`config.mk`:
```
export PLATFORM = sky130hd
export DESIGN_NAME = pdt_timer
export DESIGN_NICKNAME = d
export VERILOG_FILES = /design/src/rtl/pdt_pkg.sv /design/src/rtl/pdt_prescaler.sv /design/src/rtl/pdt_counter.sv /design/src/rtl/pdt_regs.sv /design/src/rtl/pdt_timer.sv
export SDC_FILE = /design/constraint.sdc
export NUM_CORES = 1
export LEC_CHECK = 0
export ABC_AREA = 0
export BUFFER_PORTS_ARGS = -buffer_cell sky130_fd_sc_hd__clkbuf_2
export CAP_MARGIN = 20
export CORE_MARGIN = 2
export CORE_UTILIZATION = 60
export CTS_CLUSTER_DIAMETER = 60
export DETAILED_ROUTE_END_ITERATION = 8
export PLACE_DENSITY_LB_ADDON = 0.2
export SLEW_MARGIN = 20
export SYNTH_ARGS = -nofsm -noshare
export SYNTH_HDL_FRONTEND = slang
export SYNTH_SLANG_ARGS = --single-unit
```
`constraint.sdc`:
```
create_clock -name clk -period 4.8 [get_ports clk]
set_input_delay 0 -clock clk [delete_from_list [all_inputs] [get_ports clk]]
set_output_delay 0 -clock clk [all_outputs]
set_load 0.1 [all_outputs]
```
`src/rtl/pdt_pkg.sv`:
```
package pdt_pkg;
    localparam int DW = 32;
    localparam int AW = 5;
    localparam int PW = 8;

    localparam logic [AW-1:0] OFS_LOAD   = 5'h00;
    localparam logic [AW-1:0] OFS_COUNT  = 5'h04;
    localparam logic [AW-1:0] OFS_CTRL   = 5'h08;
    localparam logic [AW-1:0] OFS_ICLR   = 5'h0C;
    localparam logic [AW-1:0] OFS_RAW    = 5'h10;
    localparam logic [AW-1:0] OFS_MIS    = 5'h14;
    localparam logic [AW-1:0] OFS_BGLOAD = 5'h18;

    typedef enum logic [1:0] {
        DIV_1   = 2'b00,
        DIV_16  = 2'b01,
        DIV_256 = 2'b10,
        DIV_RSV = 2'b11
    } div_e;

    // bit positions are software-visible
    typedef struct packed {
        logic run;       // 7
        logic periodic;  // 6
        logic ien;       // 5
        logic rsv4;      // 4
        div_e div;       // 3:2
        logic wide;      // 1
        logic oneshot;   // 0
    } ctrl_t;

    localparam ctrl_t CTRL_RST = '{run: 1'b0, periodic: 1'b0, ien: 1'b1,
                                   rsv4: 1'b0, div: DIV_1, wide: 1'b0,
                                   oneshot: 1'b0};

    function automatic logic [DW-1:0] width_mask(input logic wide);
        return wide ? {DW{1'b1}} : {{(DW-16){1'b0}}, 16'hFFFF};
    endfunction

    function automatic logic [PW-1:0] div_last(input div_e d);
        case (d)
            DIV_16:  return PW'(15);
            DIV_256: return PW'(255);
            default: return '0;
        endcase
    endfunction
endpackage

```
`src/rtl/pdt_prescaler.sv`:
```
module pdt_prescaler
    import pdt_pkg::*;
(
    input  logic clk,
    input  logic rst,
    input  logic restart,
    input  logic tick_en,
    input  div_e div,
    output logic ptick
);
    logic [PW-1:0] phase_q;

    assign ptick = tick_en && !restart && (phase_q == div_last(div));

    always_ff @(posedge clk) begin
        if (rst || restart)
            phase_q <= '0;
        else if (tick_en)
            phase_q <= ptick ? '0 : phase_q + 1'b1;
    end
endmodule

```
`src/rtl/pdt_counter.sv`:
```
module pdt_counter
    import pdt_pkg::*;
(
    input  logic          clk,
    input  logic          rst,
    input  ctrl_t         ctrl,
    input  logic          ptick,
    input  logic          load_now,
    input  logic [DW-1:0] load_in,
    input  logic [DW-1:0] reload_src,
    output logic [DW-1:0] count,
    output logic          expire
);
    logic [DW-1:0] cnt_q, cnt_d, mask, cur, wrap_val;

    assign mask     = width_mask(ctrl.wide);
    assign cur      = cnt_q & mask;
    assign count    = cur;
    assign wrap_val = ctrl.periodic ? (reload_src & mask) : mask;

    always_comb begin
        cnt_d  = cur;
        expire = 1'b0;
        if (load_now) begin
            cnt_d = load_in & mask;
        end else if (ctrl.run && ptick) begin
            if (cur == DW'(1)) begin
                expire = 1'b1;
                cnt_d  = ctrl.oneshot ? '0 : wrap_val;
            end else if (cur == '0) begin
                cnt_d  = ctrl.oneshot ? '0 : wrap_val;
            end else begin
                cnt_d  = cur - 1'b1;
            end
        end
    end

    always_ff @(posedge clk) begin
        if (rst) cnt_q <= '0;
        else     cnt_q <= cnt_d;
    end
endmodule

```
`src/rtl/pdt_regs.sv`:
```
module pdt_regs
    import pdt_pkg::*;
(
    input  logic          clk,
    input  logic          rst,
    input  logic          wr_en,
    input  logic          rd_en,
    input  logic [AW-1:0] addr,
    input  logic [DW-1:0] wdata,
    input  logic [DW-1:0] count,
    input  logic          expire,
    output logic [DW-1:0] rdata,
    output ctrl_t         ctrl_q,
    output logic [DW-1:0] load_q,
    output logic          load_now,
    output logic          ctrl_wr,
    output logic          raw_flag,
    output logic          irq
);
    logic bg_wr, clr_wr;

    assign load_now = wr_en && (addr == OFS_LOAD);
    assign bg_wr    = wr_en && (addr == OFS_BGLOAD);
    assign ctrl_wr  = wr_en && (addr == OFS_CTRL);
    assign clr_wr   = wr_en && (addr == OFS_ICLR);
    assign irq      = raw_flag && ctrl_q.ien;

    always_ff @(posedge clk) begin
        if (rst) begin
            ctrl_q   <= CTRL_RST;
            load_q   <= '0;
            raw_flag <= 1'b0;
        end else begin
            if (ctrl_wr)
                ctrl_q <= ctrl_t'({wdata[7:5], 1'b0, wdata[3:0]});
            if (load_now || bg_wr)
                load_q <= wdata;
            if (expire)
                raw_flag <= 1'b1;
            else if (clr_wr)
                raw_flag <= 1'b0;
        end
    end

    always_comb begin
        rdata = '0;
        if (rd_en) begin
            case (addr)
                OFS_LOAD, OFS_BGLOAD: rdata = load_q;
                OFS_COUNT:            rdata = count;
                OFS_CTRL:             rdata = {{(DW-8){1'b0}}, ctrl_q};
                OFS_RAW:              rdata = {{(DW-1){1'b0}}, raw_flag};
                OFS_MIS:              rdata = {{(DW-1){1'b0}}, irq};
                default:              rdata = '0;
            endcase
        end
    end
endmodule

```
`src/rtl/pdt_timer.sv`:
```
module pdt_timer
    import pdt_pkg::*;
(
    input  logic          clk,
    input  logic          rst,
    input  logic          tick_en,
    input  logic          wr_en,
    input  logic          rd_en,
    input  logic [AW-1:0] addr,
    input  logic [DW-1:0] wdata,
    output logic [DW-1:0] rdata,
    output logic          irq
);
    ctrl_t         ctrl_q;
    logic [DW-1:0] load_q, count_val;
    logic          load_now, ctrl_wr, raw_flag, expire, ptick;

    pdt_regs u_regs (
        .clk(clk), .rst(rst), .wr_en(wr_en), .rd_en(rd_en), .addr(addr),
        .wdata(wdata), .count(count_val), .expire(expire), .rdata(rdata),
        .ctrl_q(ctrl_q), .load_q(load_q), .load_now(load_now),
        .ctrl_wr(ctrl_wr), .raw_flag(raw_flag), .irq(irq)
    );

    pdt_prescaler u_presc (
        .clk(clk), .rst(rst), .restart(ctrl_wr), .tick_en(tick_en),
        .div(ctrl_q.div), .ptick(ptick)
    );

    pdt_counter u_cnt (
        .clk(clk), .rst(rst), .ctrl(ctrl_q), .ptick(ptick),
        .load_now(load_now), .load_in(wdata), .reload_src(load_q),
        .count(count_val), .expire(expire)
    );
endmodule

```
==> impl_metrics.yaml <==
place:
  post-dp-hpwl_um: 11900
  port_buffers: 74
  place_inst: 902
  gp_congestion: 0.970
cts:
  root_buffer: "clkbuf_8"
  clock_sinks: 80
  clk_path_buf_depth: 2
  cts_resized: 0
  htreeDepth: 3
  tritoncts: "built"
  cts-buffers-inserted: 9
  clk_pin_slew_ns: 0.09
  clk_latency_ns: 0.36
finish:
  antenna_cells: 0
  final_cells: 950
  drive_above_1_share: 0.145
  num-fill-cells: 729
  nets: 883
  area_growth_syn_to_layout_pct: 16.0
worst_hold_path:
  min-delay-start: "addr[0]"
  holdPathStages: 3
  holdPathEnd: "u_regs.raw_flag"
  min_path_type: "input pin to flip-flop"
synthesis:
  ys.flop_type: "dfxtp_1"
  yosys_warnings: 0
  netlist.area_leader.share: 0.294
  synth-async-reset-ratio: 0
  synth_nets: 813
  synthTopCellsByCount: "nand2_1, nor2_1, dfxtp_1, a21oi_1, clkbuf_1"
  synth-seq-cells: 80
  syn_inst: 767
  yosysTopAreaCell: "dfxtp_1"
  yosys.cell_types.count: 71
  netlist_area_um2: 5440
  yosysSeqAreaShare: 0.294
  yosys-top-cells-area: "dfxtp_1, nand2_1, nor2_1, a21oi_1, a22oi_1"
  synth_edf_count: 0
  synth.avg_cell_area_um2: 7.09
  synth.most_common_cell: "nand2_1"
power_and_ir_drop:
  powerDensity_nw_per_um2: 230
  swShare: 0.306
  seqPwrFrac: 0.467
  peakVddDrop_uv: 167
  leakagePower_nw: 2.31
  clkPwrFrac: 0.368
  p_int_mw: 1.01
  combinationalPowerShare: 0.165
  switching_power_uw: 443
detailed_routing:
  ant_nets: 0
  dr.pass1.iters: 7
  wire_per_inst_um: 19.6
  wl_um: 18600
  avgViaCountPerCell: 6.76
  drt_iter0_drc: 740
  drc: 0
  via_count: 6421
global_routing:
  gr-usage-all-layers: 0.376
  grt_pass1_vias: 6169
  grt_start_max_net_pins: 58
  grt_first_pass_wirelength_um: 30200
  overflow: 0
  antenna_found_initial: 0
floorplanning:
  core_um2: 8760
  fp.dieH_um: 99.2
  start_util: 0.621
  ios: 75
  rows: 34
  die_area_um2: 9840
  die_x_um: 99.2
sta:
  hold_violations: 0
  fin_skew_ns: 0.00948
  rsz0062_at_grt: "no"
  slew_headroom: 0.281
  tightestPinTransition_ns: 1.08
  final.setup.tns_ns: 0
  max_freq_ghz: 0.343
  holdWs_ns: 0.0425
  min_period_over_period: 0.608
  slew_viol_final: 0
  fin_crit_ns: 2.92
  setup_viol_count_final: 0
setup_path:
  critical_path.cell_chain: "nor3_1, and3_1, and3_1, o21ai_0, o211ai_1, a211oi_1"
  slowest_delay_ns: 0.89
  cp.arrival_ns: 3.13
  crit_top_cell: "and3_1"
  cp_max_fo: 28
  startpoint: "u_cnt.cnt_q[8]"
  reg2reg_setup_slack_ns: 1.88
  r2r_start: "u_cnt.cnt_q[8]"
  endpoint_kind: "flip-flop"
  rr_worst_depth: 6
  criticalPathCategory: "flip-flop to flip-flop"
  rr_endpoint: "u_cnt.cnt_q[2]"
  worstSetupStartpointType: "flip-flop"
  crit_required_ns: 5.02
  critPathSlowestCell: "and3_1"
run_status:
  status: "finished clean"
flow_run:
  maxCapViolCount: 0
-- power by group through the flow --
stage	registers, mW	clock network, mW	logic (mW)
3_5_place_dp	0.693	0	0.208
2_1_floorplan	0.689	0	0.142
4_1_cts	0.677	0.533	0.231
5_1_grt	0.678	0.561	0.254
3_3_place_gp	0.692	0	0.206
6_report	0.677	0.534	0.239
-- what timing repair did --
action / CTS / global route
setup buffers: 0 / 0
hold buffers: 32 / 0
hold endpoints to repair: 59 / 0
-- routing by layer --
metal	vias to the layer above	GRT usage	part of all wire
li1	2929	-	-
met1	2942	0.472	0.39
met2	472	0.621	0.47
met3	78	0.0513	0.10
met4	0	0.211	0.039
met5	-	0	0
-- layout by cell type (no fill, tap or decap), types with 5 or more instances in the layout --
master           n
inv_1           11
nor2_1          91
buf_4           12
nand4_1          8
clkbuf_8         9
o211ai_1        11
o21ai_0         35
a211oi_1        12
a21oi_1         68
xnor2_1         10
nand3_1         36
o31ai_1         15
a31oi_1          9
a311oi_1         5
dlygate4sd3_1   32
a222oi_1         6
a22oi_1         26
o211a_1          5
nand2_1        137
nor3_1          15
and3_1           7
or2_2            5
dfxtp_1         80
a32oi_1          5
xor2_1          14
nand2b_1         6
nor4_1           8
clkbuf_2        74
o21a_1           5
or3_1            5
-- area by class of cell --
type                       count  area, um^2  area share
inverter                      13        48.8     0.00773
multi-input combinational    615        3540       0.561
sequential                    80        1600       0.254
clock buffer                   9         124      0.0196
timing repair buffer         118         781       0.124
clock inverter                 7        77.6      0.0123
tap                          108         135      0.0214
-- worst max path at each step --
stage | to | slack, ns
after detailed placement | u_cnt.cnt_q[6] | 2.03
after global routing | u_cnt.cnt_q[11] | 1.67
after global placement | u_cnt.cnt_q[22] | 2.08
after floorplan | rdata[21] | 2.15
final | u_cnt.cnt_q[2] | 1.88
after CTS | u_cnt.cnt_q[2] | 1.95
-- critical path, delay by kind of cell, from the launching register on --
family,cells,cell delay (ns)
AND/OR/NAND/NOR,3,1.79
AO/OA/AOI/OAI,3,0.58
flip-flops,1,0.38
-- through the flow --
| step | area, um^2 | util | total power, mW | setup WS, ns |
|---|---|---|---|---|
| after floorplan | 5440 | - | 0.831 | 2.15 |
| after global placement | 5790 | 0.661 | 0.898 | 2.08 |
| after detailed placement | 5790 | 0.661 | 0.901 | 2.03 |
| after CTS | 6310 | 0.720 | 1.44 | 1.95 |
| after global routing | 6310 | 0.720 | 1.49 | 1.67 |
| final | 6310 | 0.720 | 1.45 | 1.88 |
-- cell families (layout without fill, tap and decap cells) --
logic type               after synthesis  count (layout)  share of synthesized area
AND/OR/NAND/NOR                      353             353                      0.307
AO/OA/AOI/OAI                        230             230                      0.286
flip-flops                            80              80                      0.294
buffers and inverters                 72             147                     0.0570
XOR/XNOR                              24              24                     0.0386
adder cells (fa/ha/maj)                4               4                    0.00920
multiplexers                           4               4                    0.00759
-- registers in the layout, indices dropped and copies added, names as in the netlist --
signal / cells
u_cnt.cnt_q: 32
u_regs.ctrl_q: 7
u_regs.load_q: 32
u_presc.phase_q: 8
u_regs.raw_flag: 1
Power figures use the tool's default switching activity.
